## src/rtl/otrip_pkg.sv

```systemverilog
package otrip_pkg;
  // inverse-time curve: floor delay plus a term shrinking with current
  function automatic int curve_delay(input int code, input int span, input int floor_dly);
    return floor_dly + span / (code + 1);
  endfunction
endpackage

```

## src/rtl/otrip_curve.sv

```systemverilog
module otrip_curve #(
  parameter int DW      = 8,
  parameter int TW      = 11,
  parameter int SPAN    = 2000,
  parameter int MIN_DLY = 4
) (
  input  logic [DW-1:0] idx_i,
  output logic [TW-1:0] ttt_o
);
  localparam int ENTRIES = 1 << DW;

  logic [TW-1:0] tbl [ENTRIES];

  for (genvar g = 0; g < ENTRIES; g++) begin : g_ent
    assign tbl[g] = TW'(otrip_pkg::curve_delay(g, SPAN, MIN_DLY));
  end

  assign ttt_o = tbl[idx_i];
endmodule

```

## src/rtl/otrip_front.sv

```systemverilog
module otrip_front #(
  parameter int DW      = 8,
  parameter int TW      = 11,
  parameter int SPAN    = 2000,
  parameter int MIN_DLY = 4
) (
  input  logic          clk,
  input  logic          rst,
  input  logic [DW-1:0] cur_i,
  input  logic [DW-1:0] thr_i,
  output logic          fc_o,
  output logic [TW-1:0] ttt_o
);
  logic [DW-1:0] cur_q, thr_q;

  always_ff @(posedge clk) begin
    if (rst) begin
      cur_q <= '0;
      thr_q <= '0;
    end else begin
      cur_q <= cur_i;
      thr_q <= thr_i;
    end
  end

  assign fc_o = cur_q > thr_q;

  otrip_curve #(.DW(DW), .TW(TW), .SPAN(SPAN), .MIN_DLY(MIN_DLY)) u_curve (
    .idx_i (cur_q),
    .ttt_o (ttt_o)
  );


  eq_not_fault_chk: assert property (@(posedge clk) disable iff (rst)
    (cur_i <= thr_i) |=> !fc_o);
endmodule

```

## src/rtl/otrip_timer.sv

```systemverilog
module otrip_timer #(
  parameter int CW = 12,
  parameter int TW = 11
) (
  input  logic          clk,
  input  logic          rst,
  input  logic          fc_i,
  input  logic [TW-1:0] ttt_i,
  output logic          fc_o,
  output logic [CW-1:0] cnt_o,
  output logic [TW-1:0] ttt_o
);
  localparam logic [CW-1:0] CMAX = '1;

  always_ff @(posedge clk) begin
    if (rst) begin
      cnt_o <= '0;
      fc_o  <= 1'b0;
      ttt_o <= '0;
    end else begin
      fc_o  <= fc_i;
      ttt_o <= ttt_i;
      if (!fc_i)              cnt_o <= '0;
      else if (cnt_o != CMAX) cnt_o <= cnt_o + CW'(1);
    end
  end


  cnt_restart_chk: assert property (@(posedge clk) disable iff (rst)
    !fc_i |=> (cnt_o == '0));

  cnt_no_wrap_chk: assert property (@(posedge clk) disable iff (rst)
    (fc_i && cnt_o == CMAX) |=> (cnt_o == CMAX));

  ttt_pair_chk: assert property (@(posedge clk) disable iff (rst)
    1'b1 |=> (ttt_o == $past(ttt_i)));
endmodule

```

## src/rtl/otrip_decide.sv

```systemverilog
module otrip_decide #(
  parameter int CW = 12,
  parameter int TW = 11
) (
  input  logic          clk,
  input  logic          rst,
  input  logic          fc_i,
  input  logic [CW-1:0] cnt_i,
  input  logic [TW-1:0] ttt_i,
  output logic          trip_o
);
  localparam int CMPW = (CW > TW) ? CW : TW;

  logic [CMPW-1:0] cnt_w, ttt_w;
  logic            due;

  assign cnt_w = CMPW'(cnt_i);
  assign ttt_w = CMPW'(ttt_i);
  assign due   = fc_i && (cnt_w >= ttt_w);

  always_ff @(posedge clk) begin
    if (rst)      trip_o <= 1'b0;
    else if (due) trip_o <= 1'b1;
  end


  trip_hold_chk: assert property (@(posedge clk) disable iff (rst)
    trip_o |=> trip_o);

  trip_cause_chk: assert property (@(posedge clk) disable iff (rst)
    $rose(trip_o) |-> $past(fc_i && (cnt_w >= ttt_w)));
endmodule

```

## src/rtl/otrip_unit.sv

```systemverilog
module otrip_unit #(
  parameter int DW      = 8,
  parameter int CW      = 12,
  parameter int SPAN    = 2000,
  parameter int MIN_DLY = 4
) (
  input  logic          clk,
  input  logic          rst,
  input  logic [DW-1:0] line_cur,
  input  logic [DW-1:0] pickup_lvl,
  output logic          trip
);
  localparam int TW = $clog2(MIN_DLY + SPAN + 1);

  logic          fc1, fc2;
  logic [TW-1:0] ttt1, ttt2;
  logic [CW-1:0] cnt2;

  otrip_front #(.DW(DW), .TW(TW), .SPAN(SPAN), .MIN_DLY(MIN_DLY)) u_front (
    .clk   (clk),
    .rst   (rst),
    .cur_i (line_cur),
    .thr_i (pickup_lvl),
    .fc_o  (fc1),
    .ttt_o (ttt1)
  );

  otrip_timer #(.CW(CW), .TW(TW)) u_timer (
    .clk   (clk),
    .rst   (rst),
    .fc_i  (fc1),
    .ttt_i (ttt1),
    .fc_o  (fc2),
    .cnt_o (cnt2),
    .ttt_o (ttt2)
  );

  otrip_decide #(.CW(CW), .TW(TW)) u_decide (
    .clk    (clk),
    .rst    (rst),
    .fc_i   (fc2),
    .cnt_i  (cnt2),
    .ttt_i  (ttt2),
    .trip_o (trip)
  );


  reset_clear_chk: assert property (@(posedge clk) rst |=> !trip);
endmodule

```

## config.mk

```make
export PLATFORM = sky130hd
export DESIGN_NAME = otrip_unit
export DESIGN_NICKNAME = d
export VERILOG_FILES = /design/src/rtl/otrip_pkg.sv /design/src/rtl/otrip_curve.sv /design/src/rtl/otrip_front.sv /design/src/rtl/otrip_timer.sv /design/src/rtl/otrip_decide.sv /design/src/rtl/otrip_unit.sv
export SDC_FILE = /design/constraint.sdc
export NUM_CORES = 1
export LEC_CHECK = 0
export BUFFER_PORTS_ARGS = -buffer_cell sky130_fd_sc_hd__buf_2
export CAP_MARGIN = 40
export CORE_MARGIN = 4
export CORE_UTILIZATION = 30
export DETAILED_ROUTE_END_ITERATION = 8
export PLACE_DENSITY = 0.46
export SLEW_MARGIN = 20
export SYNTH_ARGS = -nofsm -noshare
export SYNTH_HDL_FRONTEND = slang
export SYNTH_HIERARCHICAL = 1
export SYNTH_SLANG_ARGS = --single-unit
```

## constraint.sdc

```tcl
create_clock -name clk -period 3.3 [get_ports clk]
set_clock_uncertainty 0.2 [all_clocks]
set_input_delay 0.66 -clock clk [delete_from_list [all_inputs] [get_ports clk]]
set_output_delay 0.66 -clock clk [all_outputs]
set_load 0.01 [all_outputs]
```

==> summary.txt, run 1 <==
Min path
  • Hold WC Path Type: reg -> reg
  • Hold path depth: 2
  • Min-delay src: u_timer/fc_o$_SDFF_PP0_
  • Hold endpoint: u_decide/trip_o$_SDFFE_PP0P_

Critical path
  • Crit path buf inv count: 1
  • Largest fanout on the critical path: 10
  • CP startpoint kind: flop
  • Critical Path Most Common Cell: nor2b_1
  • Worst path cell trace: inv_1, ha_1, nor2b_1, a21oi_1, mux4_2, nor3b_1, o41ai_2, nor2b_1
  • Critical Path RT: around 3.3 ns
  • Setup slack, reg-to-reg: around 0.58 ns
  • Reg2reg end: u_timer/ttt_o[3]$_SDFF_PP0_
  • CP max stage cell: dfxtp_1
  • Crit path from: u_front/cur_q[0]$_SDFF_PP0_
  • Crit path DAT: about 2.8 ns
  • RR Startpoint: u_front/cur_q[0]$_SDFF_PP0_
  • Worst path top cell family by delay: simple AND/OR/NAND/NOR gates
  • CP peak stage delay: around 0.51 ns
  • Worst R2R Path Depth: 8
  • Critical Path End Type: flop
  • Critical setup path kind: reg -> reg

Placement
  • Gp weighted congestion: ~0.82
  • HPWL after DPL: around 6000 µm
  • Area of placed instances: roughly 3400 µm²
  • Number of I/O port buffers: 18
  • Dpl cells: approximately 520

Final layout
  • Share of cells above drive strength 1: 0.1342
  • Area growth, synth to finish: 10.21%
  • Finished Layout Cells: roughly 530
  • Ant diodes: 0
  • Net count reported at finish: 444
  • # fillers: ~1100
  • Cell area after layout: between 3000 and 4000 µm²

Clocking
  • # resized after CTS: 0
  • TritonCTS clock tree: built
  • Cts bufs inserted: 5
  • Clk slew on worst S/H paths: approximately 0.090 ns
  • H-tree Lvls: 2
  • Clock Path Buffers: 2
  • Cts hold-fix bufs: 0
  • Post-CTS Setup Inserts: 0
  • Clk_lat worst skew: 0.29 ns
  • Clk sinks: 41
  • Root Driver: clkbuf_8

Logic synthesis
  • Synthesis Warnings: 6
  • Compound-Gate Fraction of Synth Area: 0.2529
  • Multiplexer share of the synthesized area: 0.03430
  • Area of the mapped netlist: around 3100 µm²
  • Post-synth top cells: dfxtp_1 (41), nor2b_1 (36), ha_1 (32), inv_1 (29), a21oi_1 (25)
  • XOR/XNOR share of the synthesized area: 0.008377
  • Post-Synth Adder-Cell Area: 0.1276
  • Largest family of logic cells by synthesized area: compound AO/OA/AOI/OAI gates
  • Count leader, synth: dfxtp_1
  • Share of the synthesized area in the top cell type: 0.2617
  • Simple logic cell fraction of the synthesized area: 0.2397
  • Async SR Flop Fraction: 0
  • Number of flops mapped to enable cells by yosys: 0
  • Syn avg cell area: 8.190 µm²
  • Sequential fraction of the synthesis area: 0.2617
  • Flop and latch count out of synthesis: 41
  • Cell count after synthesis: between 300 and 400
  • Syn_nets: about 430
  • Primary FF master, synth: dfxtp_1
  • Yosys top cell by area: dfxtp_1
  • Netlist cell types: 69
  • Largest cells by area after synthesis: dfxtp_1 (26%), ha_1 (13%), nor2b_1 (7.2%)

GRT
  • Pin count of the biggest net entering global routing: 57
  • Total grt overflow: 0
  • Vias in the first global route: between 2000 and 3000
  • Initial antenna violation count: 0
  • First-pass GRT wire length: about 14000 µm
  • GRT Overall Usage: 0.1421

Die
  • Die width: 110.3 µm
  • Initial core utilization: 0.3066
  • Die Area: roughly 12000 µm²
  • Die H: approximately 110 µm
  • Core Box Area: about 10000 µm²
  • Num ports: 19
  • Row count: 37

Timing
  • Period utilisation layout: 0.8240
  • Hold Fails Final Rpt: 0
  • Min cycle time layout: around 2.7 ns
  • Actual slew at the worst max-slew pin: about 0.73 ns
  • Slew Limit Fails: 0
  • Final setup violation count: 0
  • RSZ-0062 raised after global routing: false
  • Final TNS setup: 0 ns
  • FMAX: 367.7 MHz
  • Worst slew margin: 0.5098

Outcome
  • Status: complete, no violations

Detailed routing
  • DR pass1 iterations: 5
  • DR vias: 2799
  • WL per Instance: around 15 µm
  • Drc violations: 0
  • DRT iter0 DRCs: between 200 and 250
  • DR vias/cell: between 5 and 6
  • Final ANT Viol Nets: 0
  • Routed WL: approximately 8100 µm

Power
  • Power Density: around 340 nW/µm²
  • Leak: around 1.4 nW
  • Worst vdd ir: roughly 0.23 mV

Run
  • Max-capacitance violation count: 0
worst register-to-register path, delay by kind of cell, from the launching register on:
family,cells,cell delay (ns)
multiplexers,1,0.47
AO/OA/AOI/OAI,2,0.37
adder cells (fa/ha/maj),1,0.39
AND/OR/NAND/NOR,3,0.53
flip-flops,1,0.51
buffers and inverters,1,0.18
cell usage in the layout, fill, tap and decap left out, types with 2 or more instances in the layout:
cell type  Yosys  final
o211a_1        3      3
nor3_1         7      7
nand3b_1       2      2
nand2_1       24     24
o211ai_1       4      4
a211oi_1      10     10
o21ai_0       20     20
xor2_1         2      2
a21oi_1       25     25
nor3b_1        4      4
and3_1         7      7
nor4_1         2      2
dfxtp_1       41     41
mux4_2         3      3
clkbuf_8       0      6
mux2i_1        4      4
a22oi_1        3      3
nor2_1        18     18
nand2b_1       4      4
o22ai_1        4      4
a311oi_1       2      2
o2111ai_1      2      2
nor2b_1       36     36
or2b_1         2      2
a21boi_0       3      3
ha_1          32     32
nor2b_4        2      2
buf_4          2      9
buf_2          9     18
a31oi_1       11     11
nand3_1        8      8
nand4_1        6      6
o31ai_1        3      3
inv_1         29     29
a211o_1        2      2
or3_1          2      2
a32o_1         2      2
state kept, by name, indices dropped and copies added (netlist names):
name             count
u_timer/cnt_o       12
u_front/cur_q        8
u_front/thr_q        8
u_timer/fc_o         1
u_decide/trip_o      1
u_timer/ttt_o       11
stage by stage:
| step | utilization | power, mW | hold WS [ns] | setup slack [ns] |
|---|---|---|---|---|
| floorplan | - | 0.7572 | 0.2381 | 0.7064 |
| global placement | 0.3285 | 0.8323 | 0.2867 | 0.6578 |
| detailed placement | 0.3285 | 0.8315 | 0.2810 | 0.6104 |
| CTS | 0.3379 | 1.195 | 0.2954 | 0.5738 |
| global route | 0.3379 | 1.248 | 0.3257 | 0.2975 |
| finish | 0.3379 | 1.170 | 0.2895 | 0.5806 |
per-layer routing:
metal | wire length, µm | global-route usage | vias to the layer above
met4 | 132 | 0.03782 | 0
met5 | 0 | 0 | -
li1 | - | - | 1416
met1 | 3915 | 0.1966 | 1305
met2 | 3731 | 0.2322 | 66
met3 | 273 | 0.01922 | 12
power by group:
group	leakage (nW)	internal [mW]	switching (mW)
combinational	0.993	0.125	0.156
sequential	0.337	0.520	0.0191
clock	0.0512	0.170	0.180
cell type report:
class                           count  area [µm²]  share of cell area
Multi-Input combinational cell    288        2079              0.6015
Sequential cell                    41       820.8              0.2374
Timing Repair Buffer               28       177.7             0.05139
Tap cell                          136       170.2             0.04922
Inverter                           30       112.6             0.03257
Clock buffer                        6       82.58             0.02389
Clock inverter                      2       13.76            0.003981
kinds of logic (layout without fill, tap and decap cells):
| logic type | after synthesis | count (layout) |
|---|---|---|
| mux | 7 | 7 |
| simple gates | 132 | 132 |
| buf+inv | 54 | 66 |
| fa+ha+maj | 32 | 32 |
| compound gates | 114 | 114 |
| flops | 41 | 41 |
| xor+xnor | 3 | 3 |
worst max-delay path by stage:
stage	endpoint	slack, ns	cells after the start
floorplan	u_timer/ttt_o[3]$_SDFF_PP0_	0.71	8
global placement	u_timer/ttt_o[3]$_SDFF_PP0_	0.66	8
detailed placement	u_timer/ttt_o[3]$_SDFF_PP0_	0.61	8
CTS	u_timer/ttt_o[3]$_SDFF_PP0_	0.57	8
global route	u_timer/ttt_o[3]$_SDFF_PP0_	0.30	8
finish	u_timer/ttt_o[3]$_SDFF_PP0_	0.58	8
(Power assumes the default switching activity.)
==> run 2, diff against run 1 <==
--- a/config.mk
+++ b/config.mk
@@ -5,6 +5,7 @@
 export SDC_FILE = /design/constraint.sdc
 export NUM_CORES = 1
 export LEC_CHECK = 0
+export ABC_AREA = 1
 export BUFFER_PORTS_ARGS = -buffer_cell sky130_fd_sc_hd__buf_2
 export CAP_MARGIN = 40
 export CORE_MARGIN = 4
==> constraint.sdc (replaced) <==
create_clock -name clk -period 2.55 [get_ports clk]
set_clock_uncertainty 0.2 [all_clocks]
set_input_delay 0.51 -clock clk [delete_from_list [all_inputs] [get_ports clk]]
set_output_delay 0.51 -clock clk [all_outputs]
set_load 0.01 [all_outputs]
==> run 2 against run 1 <==
Final area rose by 5.0%; first-iteration DRC count fell by 0.48%; core utilization fell by 0.45 points; clock-buffer cell count did not move; setup slack got worse by 0.34 ns; total power rose by 30%; hold slack got worse by 0.083 ns; die area rose by 6.5%; via count rose by 16%; synthesized area rose by 7.1%; cell count rose by 31%; critical endpoint unchanged; largest power group unchanged.
==> summary.txt, run 2 <==
Die
  • Die Area: 12950 µm² (was 12160 µm²)
  • Die H: 113.8 µm (was 110.3 µm)
  • Row count: 38 (was 37)
  • Num ports: 19 (unchanged)
  • Core Box Area: 10890 µm² (was 10230 µm²)
  • Die width: 113.8 µm (was 110.3 µm)
  • Initial core utilization: 0.3084 (was 0.3066)

Detailed routing
  • Routed WL: 8890 µm (was 8052 µm)
  • Drc violations: 0 (unchanged)
  • WL per Instance: 12.77 µm (was 15.16 µm)
  • DRT iter0 DRCs: 208 (was 209)
  • DR vias/cell: 4.652 (was 5.271)
  • Final ANT Viol Nets: 0 (unchanged)
  • DR vias: 3238 (was 2799)
  • DR pass1 iterations: 7 (was 5)

Final layout
  • Share of cells above drive strength 1: 0.1061 (was 0.1342)
  • Max reg flops: 12 (unchanged)
  • Leading cell type in the layout, fill and taps excluded: nand2_1 (was dfxtp_1)
  • Net count reported at finish: 606 (was 444)
  • Cell area after layout: 3630 µm² (was 3457 µm²)
  • FF/Latch Area: 820.8 µm² (unchanged)
  • Area growth, synth to finish: 8.085% (was 10.21%)
  • Multi-input logic area: 2018 µm² (was 2079 µm²)
  • Ant diodes: 0 (unchanged)
  • Largest Register: u_timer/cnt_o (unchanged)
  • Most frequent cells in the layout: nand2_1 (156), inv_1 (95), nor2_1 (67), nand3_1 (44), dfxtp_1 (41) (was dfxtp_1 (41), nor2b_1 (36), ha_1 (32), inv_1 (29), a21oi_1 (25))
  • # fillers: 1158 (was 1098)
  • Top flop regs: u_timer/cnt_o (12), u_timer/ttt_o (11) (unchanged)

Power
  • Leak: 1.948 nW (was 1.381 nW)
  • Power Density: 420.0 nW/µm² (was 338.5 nW/µm²)
  • Worst vdd ir: 0.2402 mV (was 0.2291 mV)

Clocking
  • TritonCTS clock tree: built (unchanged)
  • Root Driver: clkbuf_8 (unchanged)
  • Clk sinks: 41 (unchanged)
  • H-tree Lvls: 2 (unchanged)
  • # resized after CTS: 0 (unchanged)
  • Cts bufs inserted: 5 (unchanged)
  • Cts hold-fix bufs: 0 (unchanged)
  • Clk slew on worst S/H paths: 0.08 ns (was 0.09 ns)
  • Post-CTS Setup Inserts: 0 (unchanged)
  • Clock Path Buffers: 2 (unchanged)
  • Clk_lat worst skew: 0.29 ns (about the same)

GRT
  • Vias in the first global route: 3188 (was 2723)
  • Pin count of the biggest net entering global routing: 29 (was 57)
  • First-pass GRT wire length: 15140 µm (was 13830 µm)
  • Initial antenna violation count: 0 (unchanged)
  • Total grt overflow: 0 (unchanged)
  • GRT Overall Usage: 0.1448 (was 0.1421)

Logic synthesis
  • Async SR Flop Fraction: 0 (unchanged)
  • Number of flops mapped to enable cells by yosys: 0 (unchanged)
  • Flop and latch count out of synthesis: 41 (unchanged)
  • Area of the mapped netlist: 3358 µm² (was 3137 µm²)
  • Post-synth top cells: nand2_1 (156), inv_1 (95), nor2_1 (67), nand3_1 (44), dfxtp_1 (41) (was dfxtp_1 (41), nor2b_1 (36), ha_1 (32), inv_1 (29), a21oi_1 (25))
  • Primary FF master, synth: dfxtp_1 (unchanged)
  • Share of the synthesized area in the top cell type: 0.2444 (was 0.2617)
  • Largest cells by area after synthesis: dfxtp_1 (24%), nand2_1 (17%), ha_1 (12%) (was dfxtp_1 (26%), ha_1 (13%), nor2b_1 (7.2%))
  • Yosys top cell by area: dfxtp_1 (unchanged)
  • Sequential fraction of the synthesis area: 0.2444 (was 0.2617)
  • Syn_nets: 590 (was 433)
  • Count leader, synth: nand2_1 (was dfxtp_1)
  • Netlist cell types: 35 (was 69)
  • Synthesis Warnings: 6 (unchanged)
  • Cell count after synthesis: 540 (was 383)
  • Syn avg cell area: 6.219 µm² (was 8.190 µm²)

Timing
  • Hold Fails Final Rpt: 0 (unchanged)
  • Final setup violation count: 0 (unchanged)
  • RSZ-0062 raised after global routing: false (unchanged)
  • Worst slew margin: 0.6459 (was 0.5098)
  • FMAX: 433.8 MHz (was 367.7 MHz)
  • Final TNS setup: 0 ns (unchanged)
  • Min cycle time layout: 2.305 ns (was 2.719 ns)
  • Period utilisation layout: 0.9041 (was 0.8240)
  • Slew Limit Fails: 0 (unchanged)
  • Actual slew at the worst max-slew pin: 0.5304 ns (was 0.7286 ns)

Critical path
  • Critical setup path kind: reg -> reg (unchanged)
  • Critical Path End Type: flop (unchanged)
  • Critical Path RT: 2.53 ns (was 3.33 ns)
  • Crit path DAT: 2.29 ns (was 2.75 ns)
  • Largest fanout on the critical path: 9 (was 10)
  • CP startpoint kind: flop (unchanged)

Placement
  • Number of I/O port buffers: 18 (unchanged)
  • Gp weighted congestion: 0.9542 (was 0.8190)
  • HPWL after DPL: 6975 µm (was 5958 µm)
  • Area of placed instances: 3540 µm² (was 3361 µm²)

Run
  • Max-capacitance violation count: 0 (unchanged)

Outcome
  • Status: complete, no violations (unchanged)

Min path
  • Hold WC Path Type: in -> reg (was reg -> reg)
## run 2: changes by cell type in the layout (fill, tap and decap cells not counted), sizes merged, moves of 8 or more
cell    change
nand2     +135
a31oi       -9
a21oi       +8
nor2       +54
nor2b      -38
nand3      +42
a211oi      -9
inv        +70
## run 2: area by class of cell
type | instances | share of cell area
sequential | 41 | 0.2261
clock inverter | 1 | 0.002068
clock buffer | 6 | 0.02275
inverter | 100 | 0.1055
tap | 140 | 0.04826
multi-input combinational | 383 | 0.5560
timing repair buffer | 25 | 0.03930
## run 2: cell families (layout without fill, tap and decap cells)
kind of cell             after synthesis  after routing  share of synthesized area
AO/OA/AOI/OAI                         56             56                    0.09389
buffers and inverters                116            132                     0.1546
XOR/XNOR                               2              2                   0.005217
adder cells (fa/ha/maj)               32             32                     0.1192
AND/OR/NAND/NOR                      293            293                     0.3826
flip-flops                            41             41                     0.2444
## run 2: metal layers
metal  vias to the layer above  share of wire  GRT usage  routed length, µm
li1                       1694              -          -                  -
met1                      1435           0.46     0.1880               4130
met2                        98           0.46     0.2403               4063
met3                        11          0.057    0.02493                508
met4                         0          0.021    0.05463                187
met5                         -              0          0                  0
## run 2: through the flow
step | setup slack (ns) | total power, mW | utilization | hold WS (ns) | std cells
6_report | 0.2446 | 1.524 | 0.3334 | 0.2069 | 696
5_1_grt | 0.03682 | 1.634 | 0.3334 | 0.1966 | 696
4_1_cts | 0.2400 | 1.551 | 0.3334 | 0.1926 | 696
3_5_place_dp | 0.2733 | 1.090 | 0.3251 | 0.2479 | 689
3_3_place_gp | 0.2283 | 1.095 | 0.3251 | 0.2483 | 689
2_1_floorplan | 0.6525 | 0.9929 | - | 0.2269 | 540
## run 2: report_power, final
group	total [mW]	internal, mW	switching (mW)	leakage, nW
combinational	0.377	0.131	0.246	1.57
sequential	0.699	0.673	0.0260	0.337
clock	0.449	0.214	0.234	0.0433
## run 2: worst paths after layout
kind,start,to,slack [ns],cells past startpoint
worst max register to register,u_front/cur_q[0]$_SDFF_PP0_,u_timer/ttt_o[3]$_SDFF_PP0_,0.24,10
worst min register to register,u_timer/fc_o$_SDFF_PP0_,u_decide/trip_o$_SDFFE_PP0P_,0.26,2
worst min-delay path,line_cur[5],u_front/cur_q[5]$_SDFF_PP0_,0.21,3
worst max-delay path,u_front/cur_q[0]$_SDFF_PP0_,u_timer/ttt_o[3]$_SDFF_PP0_,0.24,10
## run 2: worst max-delay path: stages, from the launching register on
cell	delay, ns
dfxtp_1	0.55
inv_1	0.19
ha_1	0.39
nand2_2	0.13
nand2_1	0.07
nand2_1	0.06
nand3_1	0.07
o21ai_0	0.34
nand2_1	0.09
inv_1	0.07
nor2_1	0.03
==> run 3, diff against run 2 <==
--- a/config.mk
+++ b/config.mk
@@ -5,7 +5,7 @@
 export SDC_FILE = /design/constraint.sdc
 export NUM_CORES = 1
 export LEC_CHECK = 0
-export ABC_AREA = 1
+export ABC_AREA = 0
 export BUFFER_PORTS_ARGS = -buffer_cell sky130_fd_sc_hd__buf_2
 export CAP_MARGIN = 40
 export CORE_MARGIN = 4
==> run 3 against run 2 <==
Non-clock buffer count up 15; combinational power up 2%; total power up 6.2%; die area down 6.1%.
==> summary.txt, run 3 (synthesis gave the netlist of run 1 again) <==
Outcome
  • Status: complete, no violations (unchanged)

Clocking
  • Cts bufs inserted: 5 (unchanged)
  • Clk slew on worst S/H paths: 0.08 ns (about the same)
  • Post-CTS Setup Inserts: 0 (unchanged)
  • Clk_lat worst skew: 0.29 ns (about the same)
  • Clk sinks: 41 (unchanged)
  • Cts hold-fix bufs: 0 (unchanged)
  • Root Driver: clkbuf_8 (unchanged)
  • Clock Path Buffers: 2 (unchanged)
  • # resized after CTS: 0 (unchanged)
  • TritonCTS clock tree: built (unchanged)
  • H-tree Lvls: 2 (unchanged)

Timing
  • Period utilisation layout: 0.9242 (was 0.9041)
  • RSZ-0062 raised after global routing: false (unchanged)
  • Hold Fails Final Rpt: 0 (unchanged)
  • FMAX: 424.3 MHz (was 433.8 MHz)
  • Actual slew at the worst max-slew pin: 0.8361 ns (was 0.5304 ns)
  • Worst slew margin: 0.4375 (was 0.6459)
  • Slew Limit Fails: 0 (unchanged)
  • Final TNS setup: 0 ns (unchanged)
  • Min cycle time layout: 2.357 ns (was 2.305 ns)
  • Final setup violation count: 0 (unchanged)

Die
  • Die width: 110.3 µm (was 113.8 µm)
  • Die H: 110.3 µm (was 113.8 µm)
  • Num ports: 19 (unchanged)
  • Core Box Area: 10230 µm² (was 10890 µm²)
  • Initial core utilization: 0.3066 (was 0.3084)
  • Row count: 37 (was 38)
  • Die Area: 12160 µm² (was 12950 µm²)

Final layout
  • Multi-input logic area: 2082 µm² (was 2018 µm²)
  • Share of cells above drive strength 1: 0.1646 (was 0.1061)
  • Cell area after layout: 3570 µm² (was 3630 µm²)
  • FF/Latch Area: 822.0 µm² (was 820.8 µm²)
  • Most frequent cells in the layout: dfxtp_1 (40), nor2b_1 (36), ha_1 (31), inv_1 (29), a21oi_1 (25) (was nand2_1 (156), inv_1 (95), nor2_1 (67), nand3_1 (44), dfxtp_1 (41))
  • # fillers: 1070 (was 1158)
  • Max reg flops: 12 (unchanged)
  • Top flop regs: u_timer/cnt_o (12), u_timer/ttt_o (11) (unchanged)
  • Area growth, synth to finish: 13.80% (was 8.085%)
  • Leading cell type in the layout, fill and taps excluded: dfxtp_1 (was nand2_1)
  • Net count reported at finish: 456 (was 606)
  • Largest Register: u_timer/cnt_o (unchanged)
  • Ant diodes: 0 (unchanged)

Critical path
  • Critical setup path kind: reg -> reg (unchanged)
  • Critical Path RT: 2.58 ns (was 2.53 ns)
  • Critical Path Most Common Cell: nor2b_1 (was nand2_1)
  • Crit path buf inv count: 1 (was 2)
  • Largest fanout on the critical path: 5 (was 9)
  • Crit path DAT: 2.38 ns (was 2.29 ns)
  • Critical Path End Type: flop (unchanged)
  • Worst path cell trace: inv_1, ha_1, nor2b_1, a21oi_1, mux4_2, nor3b_1, o41ai_2, nor2b_1 (was inv_1, ha_1, nand2_2, nand2_1, nand2_1, nand3_1, o21ai_0, nand2_1, inv_1, nor2_1)
  • CP max stage cell: mux4_2 (was dfxtp_1)
  • Worst path top cell family by delay: simple AND/OR/NAND/NOR gates (was flip-flops)
  • CP peak stage delay: 0.46 ns (was 0.55 ns)
  • CP startpoint kind: flop (unchanged)

Placement
  • Number of I/O port buffers: 18 (unchanged)
  • Area of placed instances: 3452 µm² (was 3540 µm²)
  • HPWL after DPL: 6284 µm (was 6975 µm)
  • Gp weighted congestion: 0.8568 (was 0.9542)

Detailed routing
  • Final ANT Viol Nets: 0 (unchanged)
  • Routed WL: 8397 µm (was 8890 µm)
  • DRT iter0 DRCs: 228 (was 208)
  • DR vias: 2950 (was 3238)
  • DR pass1 iterations: 5 (was 7)
  • Drc violations: 0 (unchanged)
  • DR vias/cell: 5.433 (was 4.652)
  • WL per Instance: 15.46 µm (was 12.77 µm)

GRT
  • GRT Overall Usage: 0.1465 (was 0.1448)
  • Initial antenna violation count: 0 (unchanged)
  • Vias in the first global route: 2760 (was 3188)
  • Total grt overflow: 0 (unchanged)
  • Pin count of the biggest net entering global routing: 36 (was 29)
  • First-pass GRT wire length: 14140 µm (was 15140 µm)

Min path
  • Hold WC Path Type: in -> reg (unchanged)

Run
  • Max-capacitance violation count: 0 (unchanged)

Power
  • Leak: 1.443 nW (was 1.948 nW)
  • Power Density: 453.3 nW/µm² (was 420.0 nW/µm²)
  • Worst vdd ir: 0.2811 mV (was 0.2402 mV)
## run 3: changes by cell type in the layout (fill, tap and decap cells not counted), sizes merged, moves of 8 or more
cell and delta:
inv -70, buf +15, nand3 -42, a31oi +9, nand2 -135, nor2 -54, a21oi -8, nor2b +38
a211oi +9
## run 3: stage by stage
step | cells | hold WS, ns | worst slack [ns] | total power [mW] | utilization
after global placement | 535 | 0.2835 | 0.1821 | 1.093 | 0.3374
after CTS | 543 | 0.2096 | 0.1339 | 1.642 | 0.3487
after detailed placement | 535 | 0.2807 | 0.1602 | 1.092 | 0.3374
after floorplan | 383 | 0.2381 | 0.1253 | 0.9802 | -
final | 543 | 0.2249 | 0.1933 | 1.618 | 0.3489
after global routing | 543 | 0.2195 | 0.03876 | 1.724 | 0.3489
## run 3: final cells by class
| cell class | instances | area share |
|---|---|---|
| clock inverter | 3 | 0.01297 |
| timing repair buffer | 40 | 0.07501 |
| inverter | 30 | 0.03155 |
| tap | 136 | 0.04767 |
| clock buffer | 5 | 0.01928 |
| multi-input combinational | 288 | 0.5832 |
| sequential | 41 | 0.2303 |
## run 3: path summary, 6_finish.rpt
| kind | start | endpoint | slack (ns) | cells past startpoint |
|---|---|---|---|---|
| worst min-delay path | pickup_lvl[1] | u_front/thr_q[1]$_SDFF_PP0_ | 0.22 | 2 |
| worst max register to register | u_front/cur_q[0]$_SDFF_PP0_ | u_timer/ttt_o[3]$_SDFF_PP0_ | 0.19 | 8 |
| worst min register to register | u_timer/fc_o$_SDFF_PP0_ | u_decide/trip_o$_SDFFE_PP0P_ | 0.30 | 2 |
| worst max-delay path | u_front/cur_q[0]$_SDFF_PP0_ | u_timer/ttt_o[3]$_SDFF_PP0_ | 0.19 | 8 |
## run 3: where the power goes
part	internal, mW	total, mW	leakage (nW)	switching, mW
Clock	0.293	0.538	0.0543	0.245
Sequential	0.673	0.696	0.338	0.0232
Combinational	0.176	0.384	1.05	0.209
## run 3: layer usage
layer  share of wire  global-route usage  vias up
li1                -                   -     1443
met1            0.47              0.2025     1387
met2            0.46              0.2387      106
met3           0.053             0.02446       14
met4           0.015             0.03430        0
met5               0                   0        -
